--- config.mk ---
export PLATFORM = sky130hd
export DESIGN_NAME = flag_alu
export DESIGN_NICKNAME = d
export VERILOG_FILES = /design/src/rtl/alu_pkg.sv /design/src/rtl/alu_addsub.sv /design/src/rtl/alu_bitwise.sv /design/src/rtl/alu_shifter.sv /design/src/rtl/flag_alu.sv
export SDC_FILE = /design/constraint.sdc
export NUM_CORES = 2
export LEC_CHECK = 0
export ABC_AREA = 0
export BUFFER_PORTS_ARGS = -buffer_cell sky130_fd_sc_hd__buf_2
export CAP_MARGIN = 15
export CORE_ASPECT_RATIO = 1.75
export CORE_MARGIN = 2
export CORE_UTILIZATION = 60
export DETAILED_ROUTE_END_ITERATION = 10
export GPL_TIMING_DRIVEN = 0
export PLACE_DENSITY = 0.78
export SYNTH_ARGS = -nofsm -noshare
export SYNTH_HDL_FRONTEND = slang
export SYNTH_HIERARCHICAL = 1
export SYNTH_SLANG_ARGS = --single-unit
--- constraint.sdc ---
create_clock -name vclk -period 14.3
set_input_delay 2.86 -clock vclk [all_inputs]
set_output_delay 2.86 -clock vclk [all_outputs]
set_load 0.02 [all_outputs]
--- src/rtl/alu_pkg.sv ---
`timescale 1ns/1ps
package alu_pkg;

    localparam int OP_W = 5;

    typedef enum logic [OP_W-1:0] {
        OP_ADD = 5'd0,  OP_ADC = 5'd1,  OP_SUB = 5'd2,  OP_SBC = 5'd3,
        OP_NEG = 5'd4,  OP_CMP = 5'd5,  OP_CMN = 5'd6,  OP_AND = 5'd7,
        OP_ORR = 5'd8,  OP_EOR = 5'd9,  OP_BIC = 5'd10, OP_MVN = 5'd11,
        OP_TST = 5'd12, OP_MUL = 5'd13, OP_LSL = 5'd14, OP_LSR = 5'd15,
        OP_ASR = 5'd16, OP_ROR = 5'd17
    } alu_op_e;

    typedef enum logic [2:0] {
        CLS_NONE, CLS_ARITH, CLS_LOGIC, CLS_SHIFT, CLS_MUL
    } unit_cls_e;

    typedef enum logic [1:0] { CIN_ZERO, CIN_ONE, CIN_FLAG } carry_src_e;

    typedef enum logic [2:0] { LG_AND, LG_OR, LG_XOR, LG_BIC, LG_NOT } logic_fn_e;

    typedef enum logic [1:0] { SH_LSL, SH_LSR, SH_ASR, SH_ROR } shift_fn_e;

    typedef struct packed {
        unit_cls_e  cls;
        logic       write;
        logic       zero_a;
        logic       inv_b;
        carry_src_e cin;
        logic_fn_e  lfn;
        shift_fn_e  sfn;
    } decode_t;

    function automatic decode_t decode_op(input logic [OP_W-1:0] op);
        decode_t d;
        d = '0;
        d.cls   = CLS_NONE;
        d.cin   = CIN_ZERO;
        d.lfn   = LG_AND;
        d.sfn   = SH_LSL;
        d.write = 1'b1;
        case (op)
            OP_ADD: d.cls = CLS_ARITH;
            OP_ADC: begin d.cls = CLS_ARITH; d.cin = CIN_FLAG; end
            OP_SUB: begin d.cls = CLS_ARITH; d.inv_b = 1'b1; d.cin = CIN_ONE; end
            OP_SBC: begin d.cls = CLS_ARITH; d.inv_b = 1'b1; d.cin = CIN_FLAG; end
            OP_NEG: begin d.cls = CLS_ARITH; d.zero_a = 1'b1; d.inv_b = 1'b1; d.cin = CIN_ONE; end
            OP_CMP: begin d.cls = CLS_ARITH; d.inv_b = 1'b1; d.cin = CIN_ONE; d.write = 1'b0; end
            OP_CMN: begin d.cls = CLS_ARITH; d.write = 1'b0; end
            OP_AND: d.cls = CLS_LOGIC;
            OP_ORR: begin d.cls = CLS_LOGIC; d.lfn = LG_OR; end
            OP_EOR: begin d.cls = CLS_LOGIC; d.lfn = LG_XOR; end
            OP_BIC: begin d.cls = CLS_LOGIC; d.lfn = LG_BIC; end
            OP_MVN: begin d.cls = CLS_LOGIC; d.lfn = LG_NOT; end
            OP_TST: begin d.cls = CLS_LOGIC; d.write = 1'b0; end
            OP_MUL: d.cls = CLS_MUL;
            OP_LSL: d.cls = CLS_SHIFT;
            OP_LSR: begin d.cls = CLS_SHIFT; d.sfn = SH_LSR; end
            OP_ASR: begin d.cls = CLS_SHIFT; d.sfn = SH_ASR; end
            OP_ROR: begin d.cls = CLS_SHIFT; d.sfn = SH_ROR; end
            default: d.write = 1'b0;
        endcase
        return d;
    endfunction

endpackage

--- src/rtl/alu_addsub.sv ---
`timescale 1ns/1ps
module alu_addsub #(
    parameter int WIDTH = 32
) (
    input  logic [WIDTH-1:0]        a_i,
    input  logic [WIDTH-1:0]        b_i,
    input  logic                    c_i,
    input  logic                    zero_a_i,
    input  logic                    inv_b_i,
    input  alu_pkg::carry_src_e     cin_sel_i,
    output logic [WIDTH-1:0]        sum_o,
    output logic                    c_o,
    output logic                    v_o
);
    import alu_pkg::*;

    localparam int MSB = WIDTH - 1;

    logic [WIDTH-1:0] a_eff;
    logic [WIDTH-1:0] b_eff;
    logic             ci;
    logic [WIDTH:0]   total;

    always_comb begin
        a_eff = zero_a_i ? '0 : a_i;
        b_eff = inv_b_i ? ~b_i : b_i;
        case (cin_sel_i)
            CIN_ZERO: ci = 1'b0;
            CIN_ONE:  ci = 1'b1;
            default:  ci = c_i;
        endcase
        total = {1'b0, a_eff} + {1'b0, b_eff} + {{WIDTH{1'b0}}, ci};
        sum_o = total[MSB:0];
        c_o   = total[WIDTH];
        v_o   = (a_eff[MSB] == b_eff[MSB]) && (sum_o[MSB] != a_eff[MSB]);
    end

    always_comb begin
        if (!inv_b_i && !ci)
            AST_ADD_WRAP: assert (c_o == (sum_o < a_eff)) else $error("carry without wrap");
        if (inv_b_i && ci)
            AST_NO_BORROW: assert (c_o == (a_eff >= b_i)) else $error("borrow mismatch");
        if (zero_a_i && inv_b_i && ci)
            AST_NEG_CARRY: assert (c_o == (b_i == '0)) else $error("negate carry");
    end

endmodule

--- src/rtl/alu_bitwise.sv ---
`timescale 1ns/1ps
module alu_bitwise #(
    parameter int WIDTH = 32
) (
    input  logic [WIDTH-1:0]     a_i,
    input  logic [WIDTH-1:0]     b_i,
    input  alu_pkg::logic_fn_e   fn_i,
    output logic [WIDTH-1:0]     res_o
);
    import alu_pkg::*;

    always_comb begin
        case (fn_i)
            LG_OR:   res_o = a_i | b_i;
            LG_XOR:  res_o = a_i ^ b_i;
            LG_BIC:  res_o = a_i & ~b_i;
            LG_NOT:  res_o = ~b_i;
            default: res_o = a_i & b_i;
        endcase
    end

    always_comb begin
        if (fn_i == LG_BIC)
            AST_BIC_DISJOINT: assert ((res_o & b_i) == '0) else $error("bit-clear left bits");
    end

endmodule

--- src/rtl/alu_shifter.sv ---
`timescale 1ns/1ps
module alu_shifter #(
    parameter int WIDTH = 32,
    parameter int AMT_W = 8
) (
    input  logic [WIDTH-1:0]     a_i,
    input  logic [AMT_W-1:0]     amt_i,
    input  logic                 c_i,
    input  alu_pkg::shift_fn_e   fn_i,
    output logic [WIDTH-1:0]     res_o,
    output logic                 c_o
);
    import alu_pkg::*;

    localparam int MSB = WIDTH - 1;

    int unsigned      n;
    int unsigned      r;
    logic [WIDTH-1:0] tmp;

    always_comb begin
        n     = int'(amt_i);
        r     = n % WIDTH;
        res_o = a_i;
        c_o   = c_i;
        tmp   = '0;
        if (n != 0) begin
            case (fn_i)
                SH_LSL: begin
                    if (n < WIDTH) begin
                        res_o = a_i << n;
                        tmp   = a_i << (n - 1);
                        c_o   = tmp[MSB];
                    end else begin
                        res_o = '0;
                        c_o   = (n == WIDTH) ? a_i[0] : 1'b0;
                    end
                end
                SH_LSR: begin
                    if (n < WIDTH) begin
                        res_o = a_i >> n;
                        tmp   = a_i >> (n - 1);
                        c_o   = tmp[0];
                    end else begin
                        res_o = '0;
                        c_o   = (n == WIDTH) ? a_i[MSB] : 1'b0;
                    end
                end
                SH_ASR: begin
                    if (n < WIDTH) begin
                        res_o = $signed(a_i) >>> n;
                        tmp   = a_i >> (n - 1);
                        c_o   = tmp[0];
                    end else begin
                        res_o = {WIDTH{a_i[MSB]}};
                        c_o   = a_i[MSB];
                    end
                end
                default: begin
                    if (r == 0) begin
                        res_o = a_i;
                        c_o   = a_i[MSB];
                    end else begin
                        res_o = (a_i >> r) | (a_i << (WIDTH - r));
                        c_o   = res_o[MSB];
                    end
                end
            endcase
        end
    end

    always_comb begin
        if (amt_i == '0)
            AST_ZERO_AMOUNT: assert (res_o == a_i && c_o == c_i) else $error("zero shift moved data");
        if ((fn_i == SH_LSL || fn_i == SH_LSR) && n > WIDTH)
            AST_WIDE_LOGICAL: assert (res_o == '0 && !c_o) else $error("wide logical shift");
        if (fn_i == SH_ASR && n >= WIDTH)
            AST_ASR_SATURATE: assert ((res_o == '0 || res_o == '1) && c_o == res_o[0]) else $error("wide arithmetic shift");
    end

endmodule

--- src/rtl/flag_alu.sv ---
`timescale 1ns/1ps
module flag_alu #(
    parameter int WIDTH = 32,
    parameter int AMT_W = 8
) (
    input  logic [alu_pkg::OP_W-1:0] op_i,
    input  logic [WIDTH-1:0]         a_i,
    input  logic [WIDTH-1:0]         b_i,
    input  logic                     n_i,
    input  logic                     z_i,
    input  logic                     c_i,
    input  logic                     v_i,
    output logic [WIDTH-1:0]         res_o,
    output logic                     n_o,
    output logic                     z_o,
    output logic                     c_o,
    output logic                     v_o,
    output logic                     wr_en_o
);
    import alu_pkg::*;

    localparam int MSB = WIDTH - 1;

    decode_t          dec;
    logic [WIDTH-1:0] arith_res;
    logic             arith_c;
    logic             arith_v;
    logic [WIDTH-1:0] bit_res;
    logic [WIDTH-1:0] sh_res;
    logic             sh_c;
    logic [WIDTH-1:0] mul_res;

    assign dec = decode_op(op_i);

    alu_addsub #(.WIDTH(WIDTH)) u_addsub (
        .a_i       (a_i),
        .b_i       (b_i),
        .c_i       (c_i),
        .zero_a_i  (dec.zero_a),
        .inv_b_i   (dec.inv_b),
        .cin_sel_i (dec.cin),
        .sum_o     (arith_res),
        .c_o       (arith_c),
        .v_o       (arith_v)
    );

    alu_bitwise #(.WIDTH(WIDTH)) u_bitwise (
        .a_i   (a_i),
        .b_i   (b_i),
        .fn_i  (dec.lfn),
        .res_o (bit_res)
    );

    alu_shifter #(.WIDTH(WIDTH), .AMT_W(AMT_W)) u_shifter (
        .a_i   (a_i),
        .amt_i (b_i[AMT_W-1:0]),
        .c_i   (c_i),
        .fn_i  (dec.sfn),
        .res_o (sh_res),
        .c_o   (sh_c)
    );

    assign mul_res = a_i * b_i;

    always_comb begin
        res_o   = '0;
        c_o     = c_i;
        v_o     = v_i;
        wr_en_o = dec.write;
        case (dec.cls)
            CLS_ARITH: begin res_o = arith_res; c_o = arith_c; v_o = arith_v; end
            CLS_LOGIC: res_o = bit_res;
            CLS_SHIFT: begin res_o = sh_res; c_o = sh_c; end
            CLS_MUL:   res_o = mul_res;
            default:   res_o = '0;
        endcase
        if (dec.cls == CLS_NONE) begin
            n_o = n_i;
            z_o = z_i;
        end else begin
            n_o = res_o[MSB];
            z_o = (res_o == '0);
        end
    end

    always_comb begin
        if (op_i == OP_CMP || op_i == OP_CMN)
            AST_COMPARE_NO_WRITE: assert (!wr_en_o) else $error("compare wrote back");
        if (op_i >= OP_AND && op_i <= OP_MVN)
            AST_LOGIC_KEEPS_CV: assert (c_o == c_i && v_o == v_i) else $error("logic op touched C/V");
        if (op_i == OP_TST)
            AST_TEST_NO_WRITE: assert (!wr_en_o && c_o == c_i) else $error("test wrote back");
        if (op_i == OP_MUL && b_i == WIDTH'(1))
            AST_MUL_IDENTITY: assert (res_o == a_i) else $error("multiply by one");
        if (op_i <= OP_ROR)
            AST_SIGN_FLAG: assert (n_o == res_o[MSB]) else $error("N not from result");
        if (op_i > OP_ROR)
            AST_UNUSED_INERT: assert (!wr_en_o && n_o == n_i && z_o == z_i && c_o == c_i && v_o == v_i) else $error("unused op acted");
    end

endmodule

==> Implementation_results.wiki, run 1 <==
{| class="wikitable"
! Metric !! Value
|-
| First-pass GRT wire length || 343 mm
|-
| Overall global routing resource usage || 0.863
|-
| Die height || 305 um
|-
| Error message || [ERROR GRT-0116] Global routing finished with congestion. Check the congestion regions in the DRC Viewer.
|-
| Initial core utilization || 0.607
|-
| Synthesized area divided by synthesized cell count || 8.17 um^2
|-
| Number of synthesis warnings || 6
|-
| Post-synthesis sequential area ratio || 0
|-
| Post-cts hold buffer count || 0
|-
| Yosys cell types || 108
|-
| Stage where the flow stopped || global routing (5_1_grt)
|-
| Post-Syn Instances || 3814
|-
| Synth top area cells || sky130_fd_sc_hd__fa_1, sky130_fd_sc_hd__ha_1, sky130_fd_sc_hd__mux4_2
|-
| Total I/O pin count || 110
|-
| Number of port buffers || 109
|-
| Global route overflow || 2654
|-
| Net count of the mapped netlist || 4486
|-
| Run status || did not finish
|-
| Placer Congestion || 1.40
|-
| Post-CTS Setup Inserts || 0
|-
| Summed instance area of the synthesized netlist || 31200 um^2
|-
| Cell type contributing the most total cell area after synthesis || sky130_fd_sc_hd__fa_1
|-
| HPWL reported at the end of detailed placement || 153 mm
|-
| Horizontal die dimension || 176 um
|-
| Standard-cell row count || 110
|-
| Maximum number of pins on one net before global-route repair || 25
|-
| Via count of the first global-routing pass || 43278
|-
| Area share of the largest cell type after synthesis || 0.263
|}
## timing repair
item,4_1_cts
resized for setup,43
pin swaps,0
setup endpoints to repair,3
## routing by layer
metal | track usage | overflow
met1 | 0.792 | 27
met2 | 1.13 | 1985
met3 | 0.631 | 12
met4 | 0.954 | 626
met5 | 0.265 | 4
## kinds of logic after synthesis
kind of cell | count (synthesis) | share of synthesized area
AO/OA/AOI/OAI | 752 | 0.178
multiplexers | 259 | 0.128
XOR/XNOR | 155 | 0.0436
buffers and inverters | 787 | 0.102
AND/OR/NAND/NOR | 1262 | 0.208
adder cells (fa/ha/maj) | 599 | 0.339
## per-stage QoR
step | cells | cell area, um^2 | setup TNS (ps) | setup slack [ps] | utilization
floorplan | 3814 | 31200 | 0 | 1220 | -
CTS | 4597 | 32700 | 0 | 5.26 | 0.637
detailed placement | 4607 | 32600 | -2140 | -759 | 0.636
global placement | 4595 | 32500 | -1690 | -618 | 0.634
## synth_stat cells, types with 10 or more instances
library cell and number:
sky130_fd_sc_hd__inv_1 471, sky130_fd_sc_hd__nand2_1 425, sky130_fd_sc_hd__fa_1 410, sky130_fd_sc_hd__and2_1 330, sky130_fd_sc_hd__clkbuf_1 210, sky130_fd_sc_hd__ha_1 189
sky130_fd_sc_hd__nor2_1 155, sky130_fd_sc_hd__a21oi_1 141, sky130_fd_sc_hd__o21ai_0 105, sky130_fd_sc_hd__mux4_2 102, sky130_fd_sc_hd__mux2i_1 98, sky130_fd_sc_hd__xnor2_1 96
sky130_fd_sc_hd__buf_2 60, sky130_fd_sc_hd__nor2b_1 60, sky130_fd_sc_hd__xor2_1 59, sky130_fd_sc_hd__nand3_1 54, sky130_fd_sc_hd__mux2_2 53, sky130_fd_sc_hd__nor3_1 52
sky130_fd_sc_hd__nor3b_1 50, sky130_fd_sc_hd__o211ai_1 35, sky130_fd_sc_hd__a31oi_1 34, sky130_fd_sc_hd__a211oi_1 31, sky130_fd_sc_hd__a222oi_1 30, sky130_fd_sc_hd__nand2b_1 29
sky130_fd_sc_hd__o221ai_1 26, sky130_fd_sc_hd__a21o_1 24, sky130_fd_sc_hd__o21a_1 24, sky130_fd_sc_hd__o21bai_1 24, sky130_fd_sc_hd__buf_1 20, sky130_fd_sc_hd__a221oi_1 19
sky130_fd_sc_hd__o22ai_1 19, sky130_fd_sc_hd__a22oi_1 18, sky130_fd_sc_hd__o311ai_2 17, sky130_fd_sc_hd__and3_1 16, sky130_fd_sc_hd__nand4_1 16, sky130_fd_sc_hd__o31ai_1 15
sky130_fd_sc_hd__a221o_1 14, sky130_fd_sc_hd__a311oi_1 14, sky130_fd_sc_hd__buf_4 14, sky130_fd_sc_hd__a211o_1 12, sky130_fd_sc_hd__a22o_1 12, sky130_fd_sc_hd__nor4_1 11
sky130_fd_sc_hd__o21ai_1 11, sky130_fd_sc_hd__or2_2 11, sky130_fd_sc_hd__o2111ai_1 10
==> run 2, diff against run 1 <==
--- a/config.mk
+++ b/config.mk
@@ -8,12 +8,11 @@
 export ABC_AREA = 0
 export BUFFER_PORTS_ARGS = -buffer_cell sky130_fd_sc_hd__buf_2
 export CAP_MARGIN = 15
-export CORE_ASPECT_RATIO = 1.75
 export CORE_MARGIN = 2
-export CORE_UTILIZATION = 60
+export CORE_UTILIZATION = 40
 export DETAILED_ROUTE_END_ITERATION = 10
 export GPL_TIMING_DRIVEN = 0
-export PLACE_DENSITY = 0.78
+export PLACE_DENSITY_LB_ADDON = 0.15
 export SYNTH_ARGS = -nofsm -noshare
 export SYNTH_HDL_FRONTEND = slang
 export SYNTH_HIERARCHICAL = 1
==> Implementation_results.wiki, run 2 <==
{| class="wikitable"
! Metric !! Value
|-
| Synthesized area divided by synthesized cell count || 8.17 um^2
|-
| Violations in the final reports || max-slew violations, negative setup slack
|-
| Layout Utilization || 0.430
|-
| Max-slew violation count || 2
|-
| Horizontal die dimension || 283 um
|-
| Post-detailed-route DRC marker count || 0
|-
| Area fraction in and, or, nand and nor cells after synthesis || 0.208
|-
| Hold Violations, Final || 0
|-
| Total die area || 80100 um^2
|-
| Worst Setup Path Type || in -> out
|-
| First-pass GRT wire length || 262 mm
|-
| Total via count after detailed routing || 32831
|-
| Transition at the pin with the smallest max-transition slack || 1530 ps
|-
| Total I/O pin count || 110
|-
| Count of nets left with antenna violations after detail routing || 0
|-
| Number of sequential cells || 0
|-
| Avg WL per Cell || 38.0 um
|-
| Cell type contributing the most total cell area after synthesis || sky130_fd_sc_hd__fa_1
|-
| Via count of the first global-routing pass || 32201
|-
| Post_cts resized || 21
|-
| Combinational family with the most area after synthesis || adder cells
|-
| Overall global routing resource usage || 0.464
|-
| Xor/xnor share of the synthesized area || 0.0436
|-
| Count of TritonRoute iterations in the first routing pass || 8
|-
| HPWL reported at the end of detailed placement || 149 mm
|-
| Post-Syn Instances || 3814
|-
| Final Net Count || 4594
|-
| Yosys cell types || 108
|-
| First-iteration detailed-routing DRC count || 4297
|-
| Number of antenna violations at the first check in global routing || 14
|-
| CP endpoint kind || primary output
|-
| Post-CTS Setup Inserts || 0
|-
| Area share of the largest cell type after synthesis || 0.263
|-
| Area of the core || 77300 um^2
|-
| Post-synthesis sequential area ratio || 0
|-
| Cell with the most instances after synthesis || sky130_fd_sc_hd__inv_1
|-
| Non-filler cells, final || 4965
|-
| Summed instance area of the synthesized netlist || 31200 um^2
|-
| Synth top area cells || sky130_fd_sc_hd__fa_1, sky130_fd_sc_hd__ha_1, sky130_fd_sc_hd__mux4_2
|-
| Max Clk Rate || 69.9 MHz
|-
| Commonest cells after routing, fill and taps aside || sky130_fd_sc_hd__inv_1, sky130_fd_sc_hd__nand2_1, sky130_fd_sc_hd__fa_1
|-
| Net count of the mapped netlist || 4486
|-
| Worst path required time || 11440 ps
|-
| Total Routed Length || 189 mm
|-
| Global route overflow || 0
|-
| Relative area change from synthesis to final layout || 6.79%
|-
| Per-cell via count in the routed design || 6.61
|-
| Most common cell after layout, fill and taps aside || sky130_fd_sc_hd__inv_1
|-
| Worst setup SP type || input pin
|-
| Setup ws final || -15.8 ps
|-
| Placer Congestion || 1.07
|-
| Initial core utilization || 0.403
|-
| Post-cts hold buffer count || 0
|-
| Number of synthesis warnings || 6
|-
| Finish-stage setup viols || 1
|-
| Run status || finished with violations
|-
| Number of port buffers || 109
|-
| Crit Path Max Fanout || 11
|-
| Tmin final || 14320 ps
|-
| Class of the tightest hold or removal check || in -> out
|-
| Post-route fraction of the period consumed by the critical path || 1.00
|-
| Most common library cells after synthesis || sky130_fd_sc_hd__inv_1, sky130_fd_sc_hd__nand2_1, sky130_fd_sc_hd__fa_1
|-
| Arrival time of the worst setup path || 11460 ps
|-
| Sequential cell area || 0 um^2
|-
| Die height || 283 um
|-
| Standard-cell row count || 102
|-
| Clock buf count || 0
|-
| Multi-input gate area || 28000 um^2
|-
| Compound-Gate Fraction of Synth Area || 0.178
|-
| RSZ-0062 raised after global routing || false
|-
| Max Cap Violations || 0
|-
| Maximum number of pins on one net before global-route repair || 28
|-
| Slew HR || -0.0233
|-
| Origin of the worst setup path || b_i[0]
|-
| Post-synthesis adder-cell area fraction || 0.339
|-
| Fraction of synthesized area in multiplexers || 0.128
|-
| Hold path start || v_i
|-
| Fillers || 8044
|-
| Cell count after placement || 4973
|-
| Fraction of final layout cells with drive strength greater than 1 || 0.122
|}
run 2: cell counts after synthesis:
No cell type changed its count.
run 2: through the flow:
stage / worst slack, ps / setup TNS [ps] / cell area [um^2] / hold slack [ps]
global placement: -567 / -1130 / 33000 / 6060
detailed placement: -565 / -1090 / 33100 / 6070
CTS: 9.14 / 0 / 33100 / 6070
global route: 8.90 / 0 / 33300 / 6100
finish: -15.8 / -15.8 / 33300 / 6070
floorplan: 1220 / 0 / 31200 / 5890
run 2: layout make-up:
cell class	instances	area share
Tap cell	1040	0.0391
Inverter	472	0.0533
Timing Repair Buffer	121	0.0214
Antenna cell	5	0.000376
Buffer	300	0.0428
Multi-Input combinational cell	3027	0.843
run 2: routing by layer:
layer | global-route usage | vias to the layer above | share of wire
li1 | - | 13337 | -
met1 | 0.543 | 16376 | 0.35
met2 | 0.708 | 2399 | 0.43
met3 | 0.126 | 715 | 0.11
met4 | 0.388 | 4 | 0.11
met5 | 0 | - | 0.000090
run 2: logic make-up (layout without fill, tap and decap cells):
family                     Yosys count  count (layout)
adders and majority gates          599             599
other                                0               5
xor gates and xnor gates           155             155
AOI/OAI and AO/OA                  752             752
and+or+nand+nor                   1262            1262
buffers and inverters              787             893
muxes                              259             259
run 2: path summary, 6_finish.rpt:
kind / end / slack, ps / depth (start not counted)
worst min-delay path: v_o / 6070 / 3
worst max-delay path: z_o / -20 / 22
run 2: worst max-delay path, cell delays in order:
cell	delay, ps
sky130_fd_sc_hd__buf_2	270
sky130_fd_sc_hd__buf_6	230
sky130_fd_sc_hd__inv_1	230
sky130_fd_sc_hd__buf_1	640
sky130_fd_sc_hd__buf_2	510
sky130_fd_sc_hd__ha_1	440
sky130_fd_sc_hd__and2_1	510
sky130_fd_sc_hd__ha_1	240
sky130_fd_sc_hd__clkbuf_1	470
sky130_fd_sc_hd__nor2_1	360
sky130_fd_sc_hd__o21ai_0	980
sky130_fd_sc_hd__o2bb2ai_1	380
sky130_fd_sc_hd__a21oi_1	340
sky130_fd_sc_hd__o211ai_1	180
sky130_fd_sc_hd__a221o_1	470
sky130_fd_sc_hd__a222oi_1	520
sky130_fd_sc_hd__o31ai_1	280
sky130_fd_sc_hd__or4_1	560
sky130_fd_sc_hd__nor3_1	220
sky130_fd_sc_hd__nand4b_1	150
sky130_fd_sc_hd__o41ai_2	330
sky130_fd_sc_hd__buf_2	220
